<file path="config.mk">
export PLATFORM = sky130hd
export DESIGN_NAME = dma_chan_regfile
export DESIGN_NICKNAME = d
export VERILOG_FILES = /design/src/rtl/dma_regs_pkg.sv /design/src/rtl/dma_byte_ptr.sv /design/src/rtl/dma_chan_regs.sv /design/src/rtl/dma_page_regs.sv /design/src/rtl/dma_chan_regfile.sv
export SDC_FILE = /design/constraint.sdc
export NUM_CORES = 1
export LEC_CHECK = 0
export BUFFER_PORTS_ARGS = -buffer_cell sky130_fd_sc_hd__buf_2
export CAP_MARGIN = 40
export CELL_PAD_IN_SITES_DETAIL_PLACEMENT = 1
export CELL_PAD_IN_SITES_GLOBAL_PLACEMENT = 2
export CORE_MARGIN = 1
export CORE_UTILIZATION = 37
export CTS_BUF_LIST = sky130_fd_sc_hd__clkbuf_4 sky130_fd_sc_hd__clkbuf_8
export DETAILED_ROUTE_END_ITERATION = 10
export HOLD_SLACK_MARGIN = 0.12
export PLACE_DENSITY_LB_ADDON = 0.1
export RECOVER_POWER = 50
export SYNTH_ARGS = -nofsm -noshare
export SYNTH_HDL_FRONTEND = slang
export SYNTH_SLANG_ARGS = --single-unit
</file>
<file path="constraint.sdc">
create_clock -name clk -period 4.1 [get_ports clk]
set_clock_uncertainty 0.05 [all_clocks]
set_input_delay 0.205 -clock clk [delete_from_list [all_inputs] [get_ports clk]]
set_output_delay 0.205 -clock clk [all_outputs]
set_load 0.03 [all_outputs]
</file>
<file path="src/rtl/dma_regs_pkg.sv">
package dma_regs_pkg;
  localparam int NCH   = 4;
  localparam int CH_W  = $clog2(NCH);
  localparam int PA_W  = 32;

  typedef logic [7:0] byte_t;

  typedef struct packed {
    logic            ok;
    logic [CH_W-1:0] ch;
  } page_slot_t;

  // Fixed page-offset to channel mapping; unlisted offsets are invalid.
  function automatic page_slot_t page_slot(input logic [2:0] off);
    page_slot_t s;
    s = '0;
    unique case (off)
      3'd1: s = '{ok: 1'b1, ch: 2'd2};
      3'd2: s = '{ok: 1'b1, ch: 2'd3};
      3'd3: s = '{ok: 1'b1, ch: 2'd1};
      3'd7: s = '{ok: 1'b1, ch: 2'd0};
      default: s = '0;
    endcase
    return s;
  endfunction
endpackage

</file>
<file path="src/rtl/dma_byte_ptr.sv">
module dma_byte_ptr (
  input  logic clk,
  input  logic rst,
  input  logic clr,
  input  logic access,
  output logic ptr
);
  always_ff @(posedge clk) begin
    if (rst || clr) ptr <= 1'b0;
    else if (access) ptr <= ~ptr;
  end


  ptr_toggle_chk: assert property (@(posedge clk) disable iff (rst)
    (access && !clr) |=> (ptr != $past(ptr)));


  ptr_clear_chk: assert property (@(posedge clk) disable iff (rst)
    clr |=> (ptr == 1'b0));
endmodule

</file>
<file path="src/rtl/dma_chan_regs.sv">
module dma_chan_regs #(
  parameter int SHIFT = 0,
  localparam int CUR_W = 16 + SHIFT
) (
  input  logic             clk,
  input  logic             rst,
  input  logic             wr_en,
  input  logic             wr_cnt,
  input  logic             ptr,
  input  logic [7:0]       wdata,
  input  logic             prog_we,
  input  logic [CUR_W-1:0] prog_val,
  input  logic             dir_down,
  output logic [CUR_W-1:0] addr_val,
  output logic [CUR_W-1:0] cnt_val,
  output logic [CUR_W-1:0] cur_addr
);
  logic [15:0]      base_addr, base_cnt;
  logic [15:0]      nxt_addr, nxt_cnt;
  logic [CUR_W-1:0] prog;
  logic             hi_wr, lo_wr;

  assign hi_wr = wr_en &  ptr;
  assign lo_wr = wr_en & ~ptr;

  always_comb begin
    nxt_addr = base_addr;
    nxt_cnt  = base_cnt;
    if (wr_en) begin
      if (wr_cnt) begin
        if (ptr) nxt_cnt[15:8] = wdata;
        else     nxt_cnt[7:0]  = wdata;
      end else begin
        if (ptr) nxt_addr[15:8] = wdata;
        else     nxt_addr[7:0]  = wdata;
      end
    end
  end

  always_ff @(posedge clk) begin
    if (rst) begin
      base_addr <= '0;
      base_cnt  <= '0;
      cur_addr  <= '0;
      prog      <= '0;
    end else begin
      base_addr <= nxt_addr;
      base_cnt  <= nxt_cnt;
      if (hi_wr) begin
        cur_addr <= CUR_W'(nxt_addr) << SHIFT;
        prog     <= '0;
      end else if (prog_we) begin
        prog <= prog_val;
      end
    end
  end

  assign addr_val = dir_down ? (cur_addr - prog) : (cur_addr + prog);
  assign cnt_val  = (CUR_W'(base_cnt) << SHIFT) - prog;


  reload_clears_prog_chk: assert property (@(posedge clk) disable iff (rst)
    hi_wr |=> (prog == '0));


  low_write_keeps_cur_chk: assert property (@(posedge clk) disable iff (rst)
    lo_wr |=> $stable(cur_addr));
endmodule

</file>
<file path="src/rtl/dma_page_regs.sv">
module dma_page_regs
  import dma_regs_pkg::*;
(
  input  logic                 clk,
  input  logic                 rst,
  input  logic [2:0]           off,
  input  logic [7:0]           wdata,
  input  logic                 page_wr,
  input  logic                 hpage_wr,
  output logic [NCH-1:0][7:0]  page_q,
  output logic [NCH-1:0][7:0]  hpage_q,
  output logic [7:0]           page_rd_data,
  output logic [7:0]           hpage_rd_data
);
  page_slot_t slot;
  assign slot = page_slot(off);

  always_ff @(posedge clk) begin
    if (rst) begin
      page_q  <= '0;
      hpage_q <= '0;
    end else if (slot.ok) begin
      if (page_wr)  page_q[slot.ch]  <= wdata;
      if (hpage_wr) hpage_q[slot.ch] <= wdata;
    end
  end

  assign page_rd_data  = slot.ok ? page_q[slot.ch]  : 8'h00;
  assign hpage_rd_data = slot.ok ? hpage_q[slot.ch] : 8'h00;


  invalid_page_ignored_chk: assert property (@(posedge clk) disable iff (rst)
    ((page_wr || hpage_wr) && !slot.ok) |=> ($stable(page_q) && $stable(hpage_q)));
endmodule

</file>
<file path="src/rtl/dma_chan_regfile.sv">
module dma_chan_regfile
  import dma_regs_pkg::*;
#(
  parameter int SHIFT = 0,
  localparam int CUR_W = 16 + SHIFT,
  localparam int RA_W  = 3 + SHIFT
) (
  input  logic              clk,
  input  logic              rst,
  input  logic [RA_W-1:0]   reg_addr,
  input  logic [2:0]        page_off,
  input  logic [7:0]        wdata,
  input  logic              chan_wr,
  input  logic              chan_rd,
  input  logic              page_wr,
  input  logic              page_rd,
  input  logic              hpage_wr,
  input  logic              hpage_rd,
  input  logic              ptr_clr,
  input  logic [3:0]        dir_down,
  input  logic              prog_we,
  input  logic [1:0]        prog_chan,
  input  logic [CUR_W-1:0]  prog_val,
  output logic [7:0]        rdata,
  output logic [127:0]      phys_addr
);
  logic [2:0]               idx;
  logic [CH_W-1:0]          sel_ch;
  logic                     sel_cnt;
  logic                     ptr;
  logic [NCH-1:0][CUR_W-1:0] addr_val, cnt_val, cur_addr;
  logic [NCH-1:0][7:0]      page_q, hpage_q;
  logic [7:0]               page_rd_data, hpage_rd_data;
  logic [CUR_W-1:0]         rd_val;
  logic [7:0]               chan_byte;

  assign idx     = 3'(reg_addr >> SHIFT);
  assign sel_ch  = idx[2:1];
  assign sel_cnt = idx[0];

  dma_byte_ptr u_ptr (
    .clk    (clk),
    .rst    (rst),
    .clr    (ptr_clr),
    .access (chan_wr | chan_rd),
    .ptr    (ptr)
  );

  for (genvar i = 0; i < NCH; i++) begin : g_ch
    dma_chan_regs #(.SHIFT(SHIFT)) u_ch (
      .clk      (clk),
      .rst      (rst),
      .wr_en    (chan_wr && (sel_ch == CH_W'(i))),
      .wr_cnt   (sel_cnt),
      .ptr      (ptr),
      .wdata    (wdata),
      .prog_we  (prog_we && (prog_chan == CH_W'(i))),
      .prog_val (prog_val),
      .dir_down (dir_down[i]),
      .addr_val (addr_val[i]),
      .cnt_val  (cnt_val[i]),
      .cur_addr (cur_addr[i])
    );

    assign phys_addr[i*PA_W +: PA_W] =
      {1'b0, hpage_q[i][6:0], page_q[i], 16'h0000} | PA_W'(cur_addr[i]);
  end

  dma_page_regs u_page (
    .clk           (clk),
    .rst           (rst),
    .off           (page_off),
    .wdata         (wdata),
    .page_wr       (page_wr),
    .hpage_wr      (hpage_wr),
    .page_q        (page_q),
    .hpage_q       (hpage_q),
    .page_rd_data  (page_rd_data),
    .hpage_rd_data (hpage_rd_data)
  );

  assign rd_val    = sel_cnt ? cnt_val[sel_ch] : addr_val[sel_ch];
  assign chan_byte = ptr ? rd_val[SHIFT+8 +: 8] : rd_val[SHIFT +: 8];

  always_comb begin
    if (chan_rd)       rdata = chan_byte;
    else if (page_rd)  rdata = page_rd_data;
    else if (hpage_rd) rdata = hpage_rd_data;
    else               rdata = 8'h00;
  end

  // R2 (input rule: one access strobe per cycle)
  one_strobe_chk: assert property (@(posedge clk) disable iff (rst)
    $onehot0({chan_wr, chan_rd, page_wr, page_rd, hpage_wr, hpage_rd}));
endmodule

</file>
After elaboration in Yosys (flattened, before gate mapping)
Index checks and enable logic that the tools add are counted.
{ "totals": {"out_inout_bits": 136, "in_bits": 46, "elab_cells": 130, "ff_bits": 321} }
{ "op_classes": {"n_reduce_logical": 26, "bitwise": 10, "n_eq_ne": 10, "mux": 40, "n_addsub": 12, "magnitude_cmp": 3} }
{ "op_table": {"columns": ["cell", "n"], "rows": [
  ["$mux W16", 15],
  ["$mux W8", 17],
  ["$sub A16 B16 Y16", 8],
  ["$or A31 B16 Y31", 4],
  ["$add A16 B16 Y16", 4],
  ["$bmux W16 S2", 2],
  ["$bwmux W32", 2],
  ["$bmux W8 S2", 2],
  ["$reduce_and A3 Y1", 8],
  ["$demux W8 S2", 1],
  ["$pmux W3 S4", 1],
  ["$logic_and A1 B1 Y1", 9],
  ["$eq A2 B2 Y1 const B", 4],
  ["$reduce_or A2 Y1", 4],
  ["$eq A3 B2 Y1 const B", 2],
  ["$lt A2 B3 Y1 const B", 2],
  ["$and A1 B1 Y1", 4],
  ["$eq A2 B1 Y1 const B", 2],
  ["$logic_not A2 Y1", 2],
  ["$reduce_and A2 Y1", 2],
  ["$eq A3 B1 Y1 const B", 1],
  ["$eq A3 B3 Y1 const B", 1],
  ["$ge A2 B1 Y1 const B", 1],
  ["$logic_or A1 B1 Y1", 1],
  ["other kinds (2)", 2]
]} }

Logic depth before layout (Yosys ltp)
{ "depth": {"ltp_word": 8, "depth_mapped": 17} }

By module
From an unflattened synthesis, not the netlist that was laid out.
{ "unflattened": {"hier_cells": 2457, "area_unflattened_um2": 21496.9} }
{ "modules_own_cells": {"columns": ["module", "n_inst", "seq_area_each_um2", "area_per_inst_um2", "cells_each"], "rows": [
  ["dma_chan_regs at g_ch[0].u_ch ...", 2, 1281.2, 4212.8, 511],
  ["dma_chan_regs at g_ch[2].u_ch", 1, 1281.2, 4212.8, 504],
  ["dma_chan_regs at g_ch[3].u_ch", 1, 1281.2, 4038.9, 488],
  ["dma_page_regs", 1, 1281.2, 3308.2, 310],
  ["dma_chan_regfile", 1, 0.0, 1472.7, 130],
  ["dma_byte_ptr", 1, 20.0, 38.8, 3]
]} }

Worst setup path after synthesis
OpenSTA, ideal clock, no wires.
{ "synth_timing": {"path_type": "register to output", "startpoint": "reg g_ch[0].u_ch.prog[3]", "endpoint": "out rdata[7]", "t_arrival_ns": 3.669, "path_stages_with_launch": 14, "path_slack_ns": 0.176, "cell_sequence": "dfxtp_1 > nor3_1 > nand2_1 > nor4_1 > a21oi_1 > xnor2_1 > ha_1 > and2_1 > o21a_1 > a311o_1 > a2111oi_4 > nor3_1 > nand4b_1 > a31oi_1"} }
{ "synth_via": {"elab_chain_len": 7} }
{ "synth_rtl": {"columns": ["item", "line", "source"], "rows": [
  ["from (decl)", "dma_chan_regs.sv:20", "logic [CUR_W-1:0] prog;"],
  ["from (signal assigned)", "dma_chan_regs.sv:53", "prog <= prog_val;"],
  ["$add A16 B16 Y16 / $sub A16 B16 Y16 (equally long branches)", "dma_chan_regs.sv:58", "assign addr_val = dir_down ? (cur_addr - prog) : (cur_addr + prog);"],
  ["$mux W16", "dma_chan_regs.sv:58", null],
  ["$bmux W16 S2", "dma_chan_regfile.sv:82", "assign rd_val = sel_cnt ? cnt_val[sel_ch] : addr_val[sel_ch];"],
  ["$mux W16 (implied by the code)", "dma_chan_regfile.sv:82", null],
  ["$mux W16 *", "dma_chan_regfile.sv:82", null],
  ["$mux W8 *", "dma_chan_regfile.sv:83", "assign chan_byte = ptr ? rd_val[SHIFT+8 +: 8] : rd_val[SHIFT +: 8];"],
  ["$mux W8 *", "dma_chan_regfile.sv:86", "if (chan_rd) rdata = chan_byte;"],
  ["to (decl)", "dma_chan_regfile.sv:24", "output logic [7:0] rdata,"]
]} }
Every way passes the cells marked *; elsewhere a longest branch is shown, timed or not. The select of a mux whose other input is x is not followed.

Worst setup path after layout
{ "layout_timing": {"startpoint": "reg g_ch[0].u_ch.prog[0]", "endpoint": "out rdata[7]"} }
Same word-level chain as after synthesis.

==> summary.md <==
| Metric | Value |
|---|---|
| Post-DRT Antenna Nets | 0 |
| Gr usage total | 31.1% |
| First-pass GRT wire length | between 100 and 150 mm |
| Rows | between 80 and 90 |
| Path type of the worst setup path | flip-flop to primary output |
| Reg-to-Reg End | g_ch[1].u_ch.base_addr[1]$_SDFF_PP0_ |
| DP Cell Count | roughly 3,200 |
| Initial drt markers | 1,320 |
| CP Max Fanout | 3 |
| Die Width | between 200 and 250 um |
| GR peak layer | met2 |
| FFs w/ async S/R, synth | 0% |
| R2R setup slack | 1.28 ns |
| Worst R2R Start | u_ptr.ptr$_SDFFE_PP0P_ |
| Gpl congestion | slightly below 1 |
| Final non-filler cell total | 3,411 |
| Antenna violations before repair | 6 |
| Leakage | ~9 nW |
| Final Hold Violating Endpoints | 0 |
| DR vias/cell | approximately 5.7 |
| Tcrit/Tclk final | 110% |
| Final Worst Setup Slack | -0.393 ns |
| Total gr overflow | 0 |
| Setup crit end kind | primary output |
| Hold Path Class | input port to flip-flop |
| # H-tree levels | 2 |
| Die Y | around 230 um |
| Seq/Total Area, Yosys | between 30 and 40% |
| Num CTS Buffers | 60 |
| 1st-pass router iterations | 5 |
| Final setup fails | 8 |
| Grt met3 use | 4.72% |
| Vias in the first global route | 19,900 |
| NumNets Final | 2,866 |
| RSZ-0062 raised after global routing | true |
| Hold path depth | 5 |
| Share of layout cells above drive strength 1 | 16.8% |
| Area Growth Syn to Fin | 22.6% |
| Port Buf Inserts | between 150 and 200 |
| Worst-path clk slew | 0.06 ns |
| CTS sink count | between 300 and 400 |
| TritonCTS clock tree | yes |
| I/O Pins | between 150 and 200 |
| Pin count of the biggest net entering global routing | slightly below 90 |
| Fillcell total | ~6,300 |
| Commonest cells after routing, fill and taps aside | nand2_1, dfxtp_1, a21oi_1 |
| Hold path endpoint | u_page.hpage_q[2]$_SDFFE_PP0P_ |
| Worst r2r path cells | 6 |
| Post-synth EDFFs | 0 |
| Hold path start | page_off[2] |
| Worst vdd ir | 258 uV |
| Commonest non-fill, non-tap cell in the layout | nand2_1 |
| Final wirelength | roughly 85 mm |
| Status | complete, but fails checks |
| HPWL after detailed placement | between 60 and 70 mm |
| Cell chosen for the clock root | clkbuf_8 |
| Drt drc | 0 |
| WP data arrival | roughly 4.2 ns |
| Total power draw | 9.44 mW |
| Design Area, Final | 0.0240 mm2 |
| Syn Area/Cell | 8.06 um2 |
| Via count | about 19,000 |
| Number of synthesized register bits | roughly 320 |
| Netlist cell types | 85 |
| Period minus WS final | ~4.5 ns |
| Wire per inst | 25.0 um |
| Pwr Density | just under 400 mW/mm2 |
| Placed cell areas | 0.0214 mm2 |
| Clock Latency Late Sink | just under 0.7 ns |
| Met1 usage | 40.5% |
| Worst Tran Pin Value | 2.16 ns |
| Data required time of the worst path | about 3.9 ns |
| Synthesized cell area | 0.0196 mm2 |
| Critical path launch point type | flip-flop |
| Met2 Use GR | between 50 and 60% |
| Failing checks | capacitance limit, slew limit, setup timing |
| Fmax | between 200 and 250 MHz |
| Max_slew headroom | -44.2% |
| Min Hold Slack | between 0.2 and 0.25 ns |
| Die Area | around 0.054 mm2 |
| Max-Cap Viols | 3 |
| Ys flop type | dfxtp_1 |
| Core area | roughly 0.052 mm2 |
| Initial core utilization | a little under two fifths |
| Pins Over Slew Limit | between 200 and 250 |
| Ys Warns | 0 |
| Clock buffer depth | 3 |
| Post-Syn Instances | between 2,000 and 2,500 |
## cell families (layout without fill, tap and decap cells)
group / after synthesis / count (layout) / synth area share, %
compound gates: 651 / 651 / 21.4
xor+xnor: 152 / 152 / 6.79
fa+ha+maj: 133 / 133 / 8.78
buf+inv: 243 / 538 / 5.34
flops: 321 / 321 / 32.8
mux: 107 / 107 / 6.45
other cells: 1 / 5 / 0.0191
simple gates: 824 / 824 / 18.5
## how the worst max path moves through the flow
stage | from | endpoint | slack, ns | depth (start not counted)
finish | g_ch[0].u_ch.prog[0]$_SDFFE_PP0P_ | rdata[7] | -0.39 | 16
global route | g_ch[0].u_ch.prog[3]$_SDFFE_PP0P_ | rdata[7] | -0.54 | 16
global placement | g_ch[0].u_ch.prog[0]$_SDFFE_PP0P_ | rdata[5] | 0.17 | 15
floorplan | g_ch[0].u_ch.prog[3]$_SDFFE_PP0P_ | rdata[7] | 0.18 | 13
CTS | g_ch[0].u_ch.prog[1]$_SDFFE_PP0P_ | rdata[7] | -0.30 | 16
detailed placement | g_ch[0].u_ch.prog[1]$_SDFFE_PP0P_ | rdata[7] | 0.08 | 16
## layer usage
metal / wire [um] / part of all wire, % / vias to the layer above
li1: - / - / 9094
met1: 37700 / 44 / 9715
met2: 39900 / 47 / 523
met3: 4620 / 5.4 / 137
met4: 2950 / 3.5 / 2
met5: 12 / 0.014 / -
## power breakdown
group / internal, mW / total [mW] / switching, mW
Clock: 1.97 / 3.43 / 1.45
Combinational: 1.09 / 2.76 / 1.67
Sequential: 3.18 / 3.25 / 0.0669
Total: 6.25 / 9.44 / 3.19
## registers in the layout, summed over array words and instances (netlist names)
name and cells:
g_ch.u_ch.base_cnt 64, g_ch.u_ch.cur_addr 64, g_ch.u_ch.base_addr 64, g_ch.u_ch.prog 64, u_page.hpage_q 32, u_page.page_q 32, u_ptr.ptr 1
## cell type report
cell class              count  area (um2)  share of cell area [%]
repair buffers            339        2210                    9.19
multi-input cells        1871       12900                    53.6
flip-flops and latches    321        6450                    26.8
clock buffers              93        1160                    4.83
diodes                      1        2.50                  0.0104
inverters                  95         359                    1.49
clock inverters            11         136                   0.567
well taps                 680         851                    3.54
## cells in the mapped netlist (all sizes together) (6+ instances only)
| library cell | n | area, um2 |
|---|---|---|
| a211o | 8 | 70.1 |
| nand3 | 78 | 390 |
| o22ai | 9 | 56.3 |
| a21o | 19 | 143 |
| o2111ai | 6 | 52.6 |
| ha | 124 | 1550 |
| clkbuf | 94 | 353 |
| mux2i | 87 | 871 |
| nand2b | 28 | 175 |
| o22a | 66 | 578 |
| or3 | 9 | 56.3 |
| xor2 | 38 | 333 |
| o21ai | 70 | 350 |
| nand2 | 406 | 1520 |
| mux4 | 15 | 338 |
| nor2b | 20 | 133 |
| o221ai | 13 | 114 |
| o21a | 28 | 210 |
| buf | 54 | 337 |
| and2 | 6 | 37.5 |
| xnor2 | 114 | 998 |
| a211oi | 19 | 143 |
| and3 | 13 | 81.3 |
| inv | 94 | 353 |
| dfxtp | 321 | 6430 |
| nor4 | 8 | 50.1 |
| o21bai | 7 | 52.6 |
| o31a | 8 | 70.1 |
| a31oi | 35 | 219 |
| nor2 | 177 | 669 |
| o31ai | 11 | 82.6 |
| nor3 | 42 | 231 |
| fa | 8 | 160 |
| a21oi | 283 | 1420 |
| or2 | 13 | 81.3 |
| o211ai | 14 | 105 |
## metrics by stage
stage          TNS (ns)  util, %  setup WS (ns)
4_1_cts           -1.61     45.9         -0.298
5_1_grt           -3.39     46.4         -0.543
3_5_place_dp          0     41.3         0.0778
2_1_floorplan         0        -          0.176
3_3_place_gp          0     40.9          0.171
6_report          -1.93     46.4         -0.393
## what timing repair did
action / in CTS / in global routing
setup buffers: 31 / 16
pin swaps: 65 / 54
resized for setup: 129 / 66
endpoints found under the setup margin: 8 / 8
hold endpoints to repair: 264 / 0
hold buffers: 38 / 0
## worst max-delay path: stages (launching register included)
cell and delay (ns):
dfxtp_2 0.34, buf_6 0.12, nor3_4 0.19, a31oi_1 0.12, xnor2_1 0.18, ha_1 0.28
o21a_1 0.20, o21a_1 0.20, o22a_1 0.22, o311a_4 0.15, a311o_1 0.44, a2111oi_4 0.40
nor3_1 0.08, nand4b_1 0.18, a31oi_1 0.18, buf_4 0.16, buf_6 0.13
No activity file was read; power rests on OpenSTA's default activity.
